## src/rtl/spr_pkg.sv

```systemverilog
`timescale 1ns/1ps
package spr_pkg;
   typedef enum logic [0:0] {
      FN_MIXROT = 1'b0,
      FN_NEGADD = 1'b1
   } spr_fn_e;
endpackage

```

## src/rtl/spr_cfg_reg.sv

```systemverilog
`timescale 1ns/1ps
module spr_cfg_reg #(
   parameter int SW = 2
) (
   input  logic          clk,
   input  logic          rst_n,
   input  logic [SW-1:0] sel_i,
   output logic [SW-1:0] state_o
);
   always_ff @(posedge clk or negedge rst_n) begin
      if (!rst_n) state_o <= '0;
      else        state_o <= sel_i;
   end

   // reset forces configuration zero
   a_r1_reset_state: assert property (@(posedge clk)
      !rst_n |=> (state_o == '0));

   // captured value is the selection seen at the previous edge
   a_r2_follows_sel: assert property (@(posedge clk) disable iff (!rst_n)
      $past(rst_n) |-> (state_o == $past(sel_i)));
endmodule

```

## src/rtl/spr_unit.sv

```systemverilog
`timescale 1ns/1ps
module spr_unit
   import spr_pkg::*;
#(
   parameter int           W   = 8,
   parameter logic [W-1:0] KEY = 8'h5A,
   parameter spr_fn_e      FN  = FN_MIXROT
) (
   input  logic [W-1:0] x_i,
   input  logic [W-1:0] mask_i,
   input  logic [W-1:0] val_i,
   output logic [W-1:0] y_o
);
   logic [W-1:0] good;

   generate
      if (W < 2) begin : g_bad_width
         $error("spr_unit: W must be at least 2");
      end
      if (FN == FN_MIXROT) begin : g_mixrot
         always_comb good = (x_i + KEY) ^ {x_i[0], x_i[W-1:1]};
      end else begin : g_negadd
         always_comb good = (~x_i) + KEY;
      end
   endgenerate

   // stuck-at injection: masked bits take the forced value
   always_comb y_o = (good & ~mask_i) | (val_i & mask_i);
endmodule

```

## src/rtl/spr_in_router.sv

```systemverilog
`timescale 1ns/1ps
module spr_in_router #(
   parameter int W  = 8,
   parameter int NU = 8,
   parameter int SP = 2,
   parameter int NL = NU - SP,
   parameter int SW = 2
) (
   input  logic [SW-1:0]   state_i,
   input  logic [NL*W-1:0] lane_i,
   output logic [NU*W-1:0] unit_o
);
   generate
      for (genvar u = 0; u < NU; u++) begin : g_unit
         localparam int PAIR = u / SP;
         localparam int LO   = (u < NL)  ? u      : 0;
         localparam int HI   = (u >= SP) ? u - SP : 0;
         always_comb begin
            if (int'(state_i) == PAIR)
               unit_o[u*W +: W] = '0;
            else if (u < SP * int'(state_i))
               unit_o[u*W +: W] = lane_i[LO*W +: W];
            else
               unit_o[u*W +: W] = lane_i[HI*W +: W];
         end
      end
   endgenerate
endmodule

```

## src/rtl/spr_out_router.sv

```systemverilog
`timescale 1ns/1ps
module spr_out_router #(
   parameter int W  = 8,
   parameter int NU = 8,
   parameter int SP = 2,
   parameter int NL = NU - SP,
   parameter int NS = NU / SP,
   parameter int SW = 2
) (
   input  logic [SW-1:0]   state_i,
   input  logic [NU*W-1:0] unit_i,
   output logic [NL*W-1:0] lane_o,
   output logic [SP*W-1:0] obs_o
);
   generate
      for (genvar l = 0; l < NL; l++) begin : g_lane
         always_comb begin
            if (l < SP * int'(state_i))
               lane_o[l*W +: W] = unit_i[l*W +: W];
            else
               lane_o[l*W +: W] = unit_i[(l+SP)*W +: W];
         end
      end
   endgenerate

   always_comb begin
      obs_o = '0;
      for (int s = 0; s < NS; s++) begin
         if (int'(state_i) == s) obs_o = unit_i[s*SP*W +: SP*W];
      end
   end
endmodule

```

## src/rtl/spare_permute_switch.sv

```systemverilog
`timescale 1ns/1ps
module spare_permute_switch
   import spr_pkg::*;
#(
   parameter int           W      = 8,
   parameter int           NU     = 8,
   parameter int           SP     = 2,
   parameter logic [W-1:0] KEY    = 8'h5A,
   parameter spr_fn_e      FN     = FN_MIXROT,
   parameter int           NL     = NU - SP,
   parameter int           NS     = NU / SP,
   parameter int           SW     = (NS > 1) ? $clog2(NS) : 1
) (
   input  logic            clk,
   input  logic            rst_n,
   input  logic [SW-1:0]   cfg_sel,
   input  logic [NL*W-1:0] lane_in,
   input  logic [NU*W-1:0] flt_mask,
   input  logic [NU*W-1:0] flt_val,
   output logic [NL*W-1:0] lane_out,
   output logic [SP*W-1:0] obs_out
);
   generate
      if (SP < 1 || NU % SP != 0 || NU / SP < 2) begin : g_bad_geometry
         $error("spare_permute_switch: NU must be a multiple of SP with at least two groups");
      end
      if ((1 << SW) < NS) begin : g_bad_sw
         $error("spare_permute_switch: SW too narrow for NS");
      end
   endgenerate

   logic [SW-1:0]   state_q;
   logic [NU*W-1:0] unit_in_w;
   logic [NU*W-1:0] unit_out_w;

   spr_cfg_reg #(.SW(SW)) u_cfg (
      .clk(clk), .rst_n(rst_n), .sel_i(cfg_sel), .state_o(state_q)
   );

   spr_in_router #(.W(W), .NU(NU), .SP(SP), .NL(NL), .SW(SW)) u_inr (
      .state_i(state_q), .lane_i(lane_in), .unit_o(unit_in_w)
   );

   generate
      for (genvar u = 0; u < NU; u++) begin : g_units
         spr_unit #(.W(W), .KEY(KEY), .FN(FN)) u_unit (
            .x_i   (unit_in_w[u*W +: W]),
            .mask_i(flt_mask[u*W +: W]),
            .val_i (flt_val[u*W +: W]),
            .y_o   (unit_out_w[u*W +: W])
         );
      end
   endgenerate

   spr_out_router #(.W(W), .NU(NU), .SP(SP), .NL(NL), .NS(NS), .SW(SW)) u_outr (
      .state_i(state_q), .unit_i(unit_out_w), .lane_o(lane_out), .obs_o(obs_out)
   );

   // excluded pair is grounded at its inputs
   a_r4_spares_grounded: assert property (@(posedge clk) disable iff (!rst_n)
      unit_in_w[int'(state_q)*SP*W +: SP*W] == '0);

   // observation outputs carry the excluded pair
   a_r5_obs_from_spares: assert property (@(posedge clk) disable iff (!rst_n)
      obs_out == unit_out_w[int'(state_q)*SP*W +: SP*W]);

   // each lane reaches its unit and returns from the same unit
   generate
      for (genvar l = 0; l < NL; l++) begin : g_chk
         a_r3_lane_map: assert property (@(posedge clk) disable iff (!rst_n)
            (l < SP*int'(state_q))
               ? (unit_in_w[l*W +: W] == lane_in[l*W +: W] &&
                  lane_out[l*W +: W] == unit_out_w[l*W +: W])
               : (unit_in_w[(l+SP)*W +: W] == lane_in[l*W +: W] &&
                  lane_out[l*W +: W] == unit_out_w[(l+SP)*W +: W]));
      end
   endgenerate

   // with all inputs and state steady, lanes do not move
   a_r9_steady_out: assert property (@(posedge clk) disable iff (!rst_n)
      ($stable(state_q) && $stable(lane_in) && $stable(flt_mask) && $stable(flt_val))
         |-> $stable(lane_out));
endmodule

```

## config.mk

```make
export PLATFORM = sky130hd
export DESIGN_NAME = spare_permute_switch
export DESIGN_NICKNAME = d
export VERILOG_FILES = /design/src/rtl/spr_pkg.sv /design/src/rtl/spr_cfg_reg.sv /design/src/rtl/spr_unit.sv /design/src/rtl/spr_in_router.sv /design/src/rtl/spr_out_router.sv /design/src/rtl/spare_permute_switch.sv
export SDC_FILE = /design/constraint.sdc
export NUM_CORES = 1
export LEC_CHECK = 0
export BUFFER_PORTS_ARGS = -buffer_cell sky130_fd_sc_hd__buf_2
export CAP_MARGIN = 25
export CELL_PAD_IN_SITES_DETAIL_PLACEMENT = 1
export CELL_PAD_IN_SITES_GLOBAL_PLACEMENT = 1
export CORE_UTILIZATION = 32
export CTS_CLUSTER_SIZE = 40
export DETAILED_ROUTE_END_ITERATION = 6
export GPL_ROUTABILITY_DRIVEN = 0
export PLACE_DENSITY_LB_ADDON = 0.3
export SLEW_MARGIN = 10
export SYNTH_ARGS = -nofsm -noshare
export SYNTH_HDL_FRONTEND = slang
export SYNTH_HIERARCHICAL = 1
export SYNTH_SLANG_ARGS = --single-unit
```

## constraint.sdc

```tcl
create_clock -name clk -period 7.07 [get_ports clk]
set_input_delay 1.0605 -clock clk [delete_from_list [all_inputs] [get_ports clk]]
set_output_delay 1.0605 -clock clk [all_outputs]
set_load 0.05 [all_outputs]
```

==> impl_results.md, run 1 <==
* Status: finished clean
* Syn nets at 621
* Via count at roughly 4,300
* Clock network fraction of total power at 0.113
* Placed cells at 793
* Period utilization at 0.672
* Kind of start point of the critical path: flip-flop
* DRT antenna net count at 0
* Non-filler instance count after layout at around 800
* CTS max path bufs at 2
* Cell Area, Synth at roughly 0.0036 mm2
* PortBufs at between 200 and 250
* Synth Warn # at 6
* Row cnt at 38
* Largest net degree at the start of global routing at 36
* Area delta synth->final at 35.1%
* Ratio of cells with drive above 1 in the final layout at 0.505
* Vias in the first global route at ~4,400
* Biggest register: u_cfg/state_o
* Max-slew violation count at 0
* Worst-path clk slew at roughly 0.030 ns
* Fin Hold WS at a little over 0.6 ns
* Chip width at roughly 110 um
* Kind of critical path: flip-flop to output port
* Worst EP arrival at about 3.7 ns
* Worst vdd ir at about 130 uV
* Total die area at around 0.012 mm2
* Initial Utilization at 0.331
* Core Region at ~0.011 mm2
* Type of element capturing the critical path: output port
* Setup bufs post-CTS at 0
* Starting DRC count in detailed routing at between 150 and 200
* Root buffer cell: clkbuf_16
* Req. time, crit path at around 6.0 ns
* CTS tree: done
* Filler Cell Count at 1,437
* Sequential cell area fraction in the yosys report at 0.0138
* Fin crit period at 4.75 ns
* Die height at ~110 um
* Critical path cell sequence: buf_4 -> nor2_4 -> nor2b_1 -> ha_1 -> o31a_1 -> or4_1 -> nand3_1 -> mux4_2 -> buf_2
* Synth cell types at 29
* Top cell type's share of synthesized area at 0.199
* WL final at approximately 15,000 um
* Prevailing post-synth register cell: dfrtp_1
* Power Total at about 800 uW
* GR Layer Usage met2 at 0.425
* Total gr overflow at 0
* Seq pwr share at 0.018
* Max stage delay on crit path at roughly 0.62 ns
* Drt pass-1 iters at 4
* Min-Delay Path Class: primary input to async pin
* H-tree depth at 1
* Final instance area at 0.00489 mm2
* CTS Hold Buffers Added at 0
* Nets at between 800 and 900
* Most Crowded Layer GR: met2
* Sequential cell area at 51.3 um2
* Int Pwr at 325 uW
* CP max FO at 35
* DP Area at 0.00481 mm2
* Sw Ratio at 0.586
* P per Cell Area at between 150 and 200 mW/mm2
* Met3 Use GR at 0.0229
* Post-synthesis async set-or-reset flop share at 1.00
* Largest register FFs at 2
* Top post-synthesis cells by area: mux2_2, xnor2_1, mux4_2
* Met1 Usage GRT at 0.345
* Post-Synthesis Mean Instance Area at around 8.4 um2
* Maximum clock frequency at about 0.21 GHz
* DP HPWL at about 13,000 um
* Slew HR at 0.508
* Area of the multi-input gates at ~0.0033 mm2
* CTS buffer count at 3
* RSZ-0062 raised after global routing: no
* Slowest-stage cell, CP: nor2_4
* Wire length per cell at between 15 and 20 um
* Sum Neg Setup Slack at 0 ns
* Final Hold Fails at 0
* Leading area contributor after synthesis: mux2_2
* Gate Count Post-Synth at 433
* Number of synthesized flops with an enable pin at 0
* Top Registers: u_cfg/state_o (2)
* Final Setup Violations at 0
* Measured slew at the worst slew-check pin at between 0.7 and 0.8 ns
* Gr usage total at 0.250
* NetSw at approximately 460 uW
* # DRC at 0
* Ports at roughly 240
* First-pass GRT wire length at between 20,000 and 25,000 um
* #FFs+latches synth at 2
* Post-CTS Resized at 0
* Combinational cell fraction of total power at 0.869
* MaxCap Viol Count at 0
* Vias per inst at about 5.3
* P_leak at 2.35 nW
* Initial antenna violation count at 1
* Clk sink count at 2
-- cells in the final DEF (no fill, tap or decap), types with 15 or more instances in the layout --
| cell type | n |
|---|---|
| a211o_1 | 16 |
| a22o_1 | 32 |
| and2_1 | 17 |
| buf_2 | 243 |
| mux2_2 | 64 |
| mux4_2 | 15 |
| nand2_1 | 49 |
| nand3_1 | 16 |
| nor2b_1 | 16 |
| o21ai_0 | 32 |
| xnor2_1 | 48 |
| xor2_1 | 32 |
-- power by group through the flow --
stage / Clock (mW) / Combinational [mW] / Sequential, mW
6_report: 0.0887 / 0.681 / 0.0142
5_1_grt: 0.0923 / 0.720 / 0.0145
2_1_floorplan: 0 / 0.510 / 0.0128
3_3_place_gp: 0 / 0.667 / 0.0143
4_1_cts: 0.0905 / 0.681 / 0.0142
3_5_place_dp: 0 / 0.679 / 0.0143
-- cell type report --
| type | instances | share of cell area |
|---|---|---|
| multi-input cells | 397 | 0.678 |
| repair buffers | 245 | 0.252 |
| well taps | 140 | 0.0358 |
| clock buffers | 4 | 0.0161 |
| flip-flops and latches | 2 | 0.0105 |
| inverters | 9 | 0.00690 |
| diodes | 2 | 0.00102 |
-- cells by family (layout without fill, tap and decap cells) --
logic type      after synthesis  in the layout  share of synthesized area
buf+inv                      34            258                     0.0698
fa+ha+maj                     8              8                     0.0276
compound gates              104            104                      0.207
other cells                   0              2                          0
simple gates                125            125                      0.189
xor+xnor                     80             80                      0.193
mux                          80             80                      0.299
flops                         2              2                     0.0138
-- synth_stat cells, drive strengths merged, types with 9 or more instances --
| cell type | number |
|---|---|
| mux4 | 16 |
| a211o | 16 |
| buf | 25 |
| nand2 | 50 |
| xor2 | 32 |
| mux2 | 64 |
| and2 | 17 |
| nor2b | 16 |
| inv | 9 |
| a22o | 32 |
| o21ai | 32 |
| xnor2 | 48 |
| nand3 | 16 |
-- routing by layer --
layer	wire length (um)	up-vias
li1	-	2079
met1	7040	2052
met2	7370	126
met3	677	12
met4	154	0
met5	0	-
-- critical path: cells and delay by family (launching register included) --
family / cells / cell delay (ns)
AND/OR/NAND/NOR: 4 / 1.46
buffers and inverters: 2 / 0.63
adder cells (fa/ha/maj): 1 / 0.30
AO/OA/AOI/OAI: 1 / 0.26
multiplexers: 1 / 0.24
flip-flops: 1 / 0.55
-- path summary, 6_finish.rpt --
| path | slack (ns) | startpoint | endpoint | cells after the start |
|---|---|---|---|---|
| min in group clk | 0.95 | cfg_sel[0] | u_cfg/state_o[0]$_DFF_PN0_ | 1 |
| max | 2.32 | u_cfg/state_o[1]$_DFF_PN0_ | obs_out[7] | 9 |
| max in group asynchronous | 6.34 | rst_n | u_cfg/state_o[1]$_DFF_PN0_ | 1 |
| min | 0.62 | rst_n | u_cfg/state_o[1]$_DFF_PN0_ | 1 |
-- stage by stage --
step	util	worst slack, ns
floorplan	-	3.24
global placement	0.440	2.74
detailed placement	0.440	2.60
CTS	0.447	2.36
global route	0.447	2.16
finish	0.448	2.32
No activity file was read; power rests on OpenSTA's default activity.
==> run 2: changes to the inputs <==
CORE_UTILIZATION = 30   (was 32)
clock period = 5 ns   (was 7.07 ns; I/O delays follow)
==> run 2 against run 1 <==
First-iteration DRC count increased by 42%. Global-route usage is 1.5 points lower. Via count rose by 0.68%. Sequential share of layout area is essentially flat. Core utilization down 2.6 points. Sequential cell count unchanged. Critical path type unchanged. The flow now finishes with violations (design-rule violations). Worst setup slack lost 1.5 ns. Cell area about the same. Routed wire length down 0.56%. Critical endpoint is now obs_out[15].
==> impl_results.md, run 2 (synthesis results as in run 1) <==
* Gr usage total at 0.235 (-0.0152)
* Worst EP arrival at 3.40 ns (-0.29 ns)
* Final Hold Fails at 0 (unchanged)
* Final Setup Violations at 0 (unchanged)
* Placed cells at 796 (+0.38%)
* CTS Hold Buffers Added at 0 (unchanged)
* RSZ-0062 raised after global routing: no
* Top Registers: u_cfg/state_o (2)
* Maximum clock frequency at ~0.24 GHz
* Wire length per cell at 18.9 um (-0.81%)
* Vias in the first global route at 4,500 (+2.5%)
* Period utilization at 0.830
* P per Cell Area at 227 mW/mm2 (+41%)
* Min-Delay Path Class: primary input to async pin
* Total gr overflow at 0 (unchanged)
* Largest register FFs at 2 (unchanged)
* MaxCap Viol Count at 0 (unchanged)
* Die height at 112 um (+3.2%)
* Area of the multi-input gates at 0.00332 mm2 (unchanged)
* Fin crit period at between 4 and 5 ns
* Vias per inst at 5.37 (+0.43%)
* Chip width at 112 um (+3.2%)
* P_leak at 2.35 nW (about the same)
* H-tree depth at 1 (unchanged)
* First-pass GRT wire length at 23,400 um (+3.1%)
* CTS buffer count at 3 (unchanged)
* Final core occ at 0.422 (-0.0260)
* Sum Neg Setup Slack at 0 ns (unchanged)
* CTS max path bufs at 2 (unchanged)
* Sequential cell area at 51.3 um2 (unchanged)
* Max-slew violation count at 0 (unchanged)
* Non-filler instance count after layout at 801 (+0.25%)
* CP max FO at 19 (-46%)
* CTS tree: done
* Commonest non-fill, non-tap cell in the layout: buf_2
* Kind of start point of the critical path: flip-flop
* Kind of critical path: flip-flop to output port
* Filler Cell Count at 1,502 (+4.5%)
* Ratio of cells with drive above 1 in the final layout at 0.505 (unchanged)
* Initial antenna violation count at 1 (unchanged)
* Drt pass-1 iters at 6 (+2)
* Via count at 4,298 (+0.68%)
* Worst vdd ir at 236 uV (+81%)
* Worst-path clk slew at 0.03 ns (about the same)
* Type of element capturing the critical path: output port
* Total die area at 0.0125 mm2 (+6.5%)
* Req. time, crit path at 4.25 ns (-1.76 ns)
* Status: complete, but fails checks
* PortBufs at 243 (unchanged)
* Slew HR at 0.511 (+0.00295)
* Largest net degree at the start of global routing at 51 (+42%)
* Starting DRC count in detailed routing at 271 (+42%)
* Area delta synth->final at 35.2% (about the same)
* Measured slew at the worst slew-check pin at 0.731 ns (-0.00442 ns)
* DRT antenna net count at 0 (unchanged)
* Post-CTS Resized at 0 (unchanged)
* Ports at 244 (unchanged)
* WL final at 15,200 um (-0.56%)
* Most frequent cells in the layout: buf_2, mux2_2, nand2_1
* # DRC at 6 (+6)
* Nets at 846 (unchanged)
* Setup bufs post-CTS at 0 (unchanged)
* Row cnt at 39 (+2.6%)
* Clk sink count at 2 (unchanged)
* Initial Utilization at 0.312 (-0.0193)
* Biggest register: u_cfg/state_o
* Root buffer cell: clkbuf_16
* Failing checks: design-rule violations
* DP HPWL at 13,400 um (-0.13%)
* Core Region at 0.0116 mm2 (+6.2%)
-- run 2: cell types whose count changed in the layout (fill, tap and decap cells not counted) --
cell	delta
diode_2	-1
-- run 2: final cells by class --
type / count / area share
antenna: 1 / 0.000511
sequential: 2 / 0.0105
inverter: 9 / 0.00690
tap: 143 / 0.0365
multi-input combinational: 397 / 0.678
timing repair buffer: 245 / 0.251
clock buffer: 4 / 0.0161
-- run 2: layer usage --
| metal | up-vias | GRT usage | wire, um |
|---|---|---|---|
| met5 | - | 0 | 0 |
| met1 | 2084 | 0.324 | 7120 |
| met3 | 13 | 0.0196 | 603 |
| met4 | 0 | 0.0387 | 182 |
| li1 | 2072 | - | - |
| met2 | 129 | 0.403 | 7250 |
-- run 2: worst max-delay path by stage --
| stage | from | to | depth (start not counted) |
|---|---|---|---|
| 2_1_floorplan | u_cfg/state_o[0]$_DFF_PN0_ | obs_out[7] | 9 |
| 3_3_place_gp | u_cfg/state_o[0]$_DFF_PN0_ | obs_out[15] | 9 |
| 3_5_place_dp | u_cfg/state_o[0]$_DFF_PN0_ | obs_out[15] | 9 |
| 4_1_cts | u_cfg/state_o[0]$_DFF_PN0_ | obs_out[15] | 9 |
| 5_1_grt | u_cfg/state_o[0]$_DFF_PN0_ | obs_out[15] | 9 |
| 6_report | u_cfg/state_o[0]$_DFF_PN0_ | obs_out[15] | 9 |
-- run 2: where the power goes --
part	leakage, nW	switching, mW	internal, mW
logic	2.29	0.626	0.337
clock network	0.0382	0.0235	0.105
registers	0.0223	0.00121	0.0172
-- run 2: stage by stage --
step | power (mW) | setup WS, ns | area, um2 | hold WS, ns
3_5_place_dp | 0.979 | 1.07 | 4810 | 0.539
6_report | 1.11 | 0.848 | 4900 | 0.298
4_1_cts | 1.11 | 0.807 | 4890 | 0.298
3_3_place_gp | 0.963 | 1.22 | 4810 | 0.537
5_1_grt | 1.17 | 0.564 | 4900 | 0.300
2_1_floorplan | 0.739 | 1.75 | 3620 | 0.454
-- run 2: worst max-delay path, cell delays in order (launching register included) --
cell,delay (ns)
dfrtp_1,0.38
buf_4,0.39
nand2_1,0.39
and2_1,0.34
ha_1,0.25
o31a_1,0.27
or4_1,0.49
nand3_1,0.14
mux4_2,0.24
buf_2,0.28
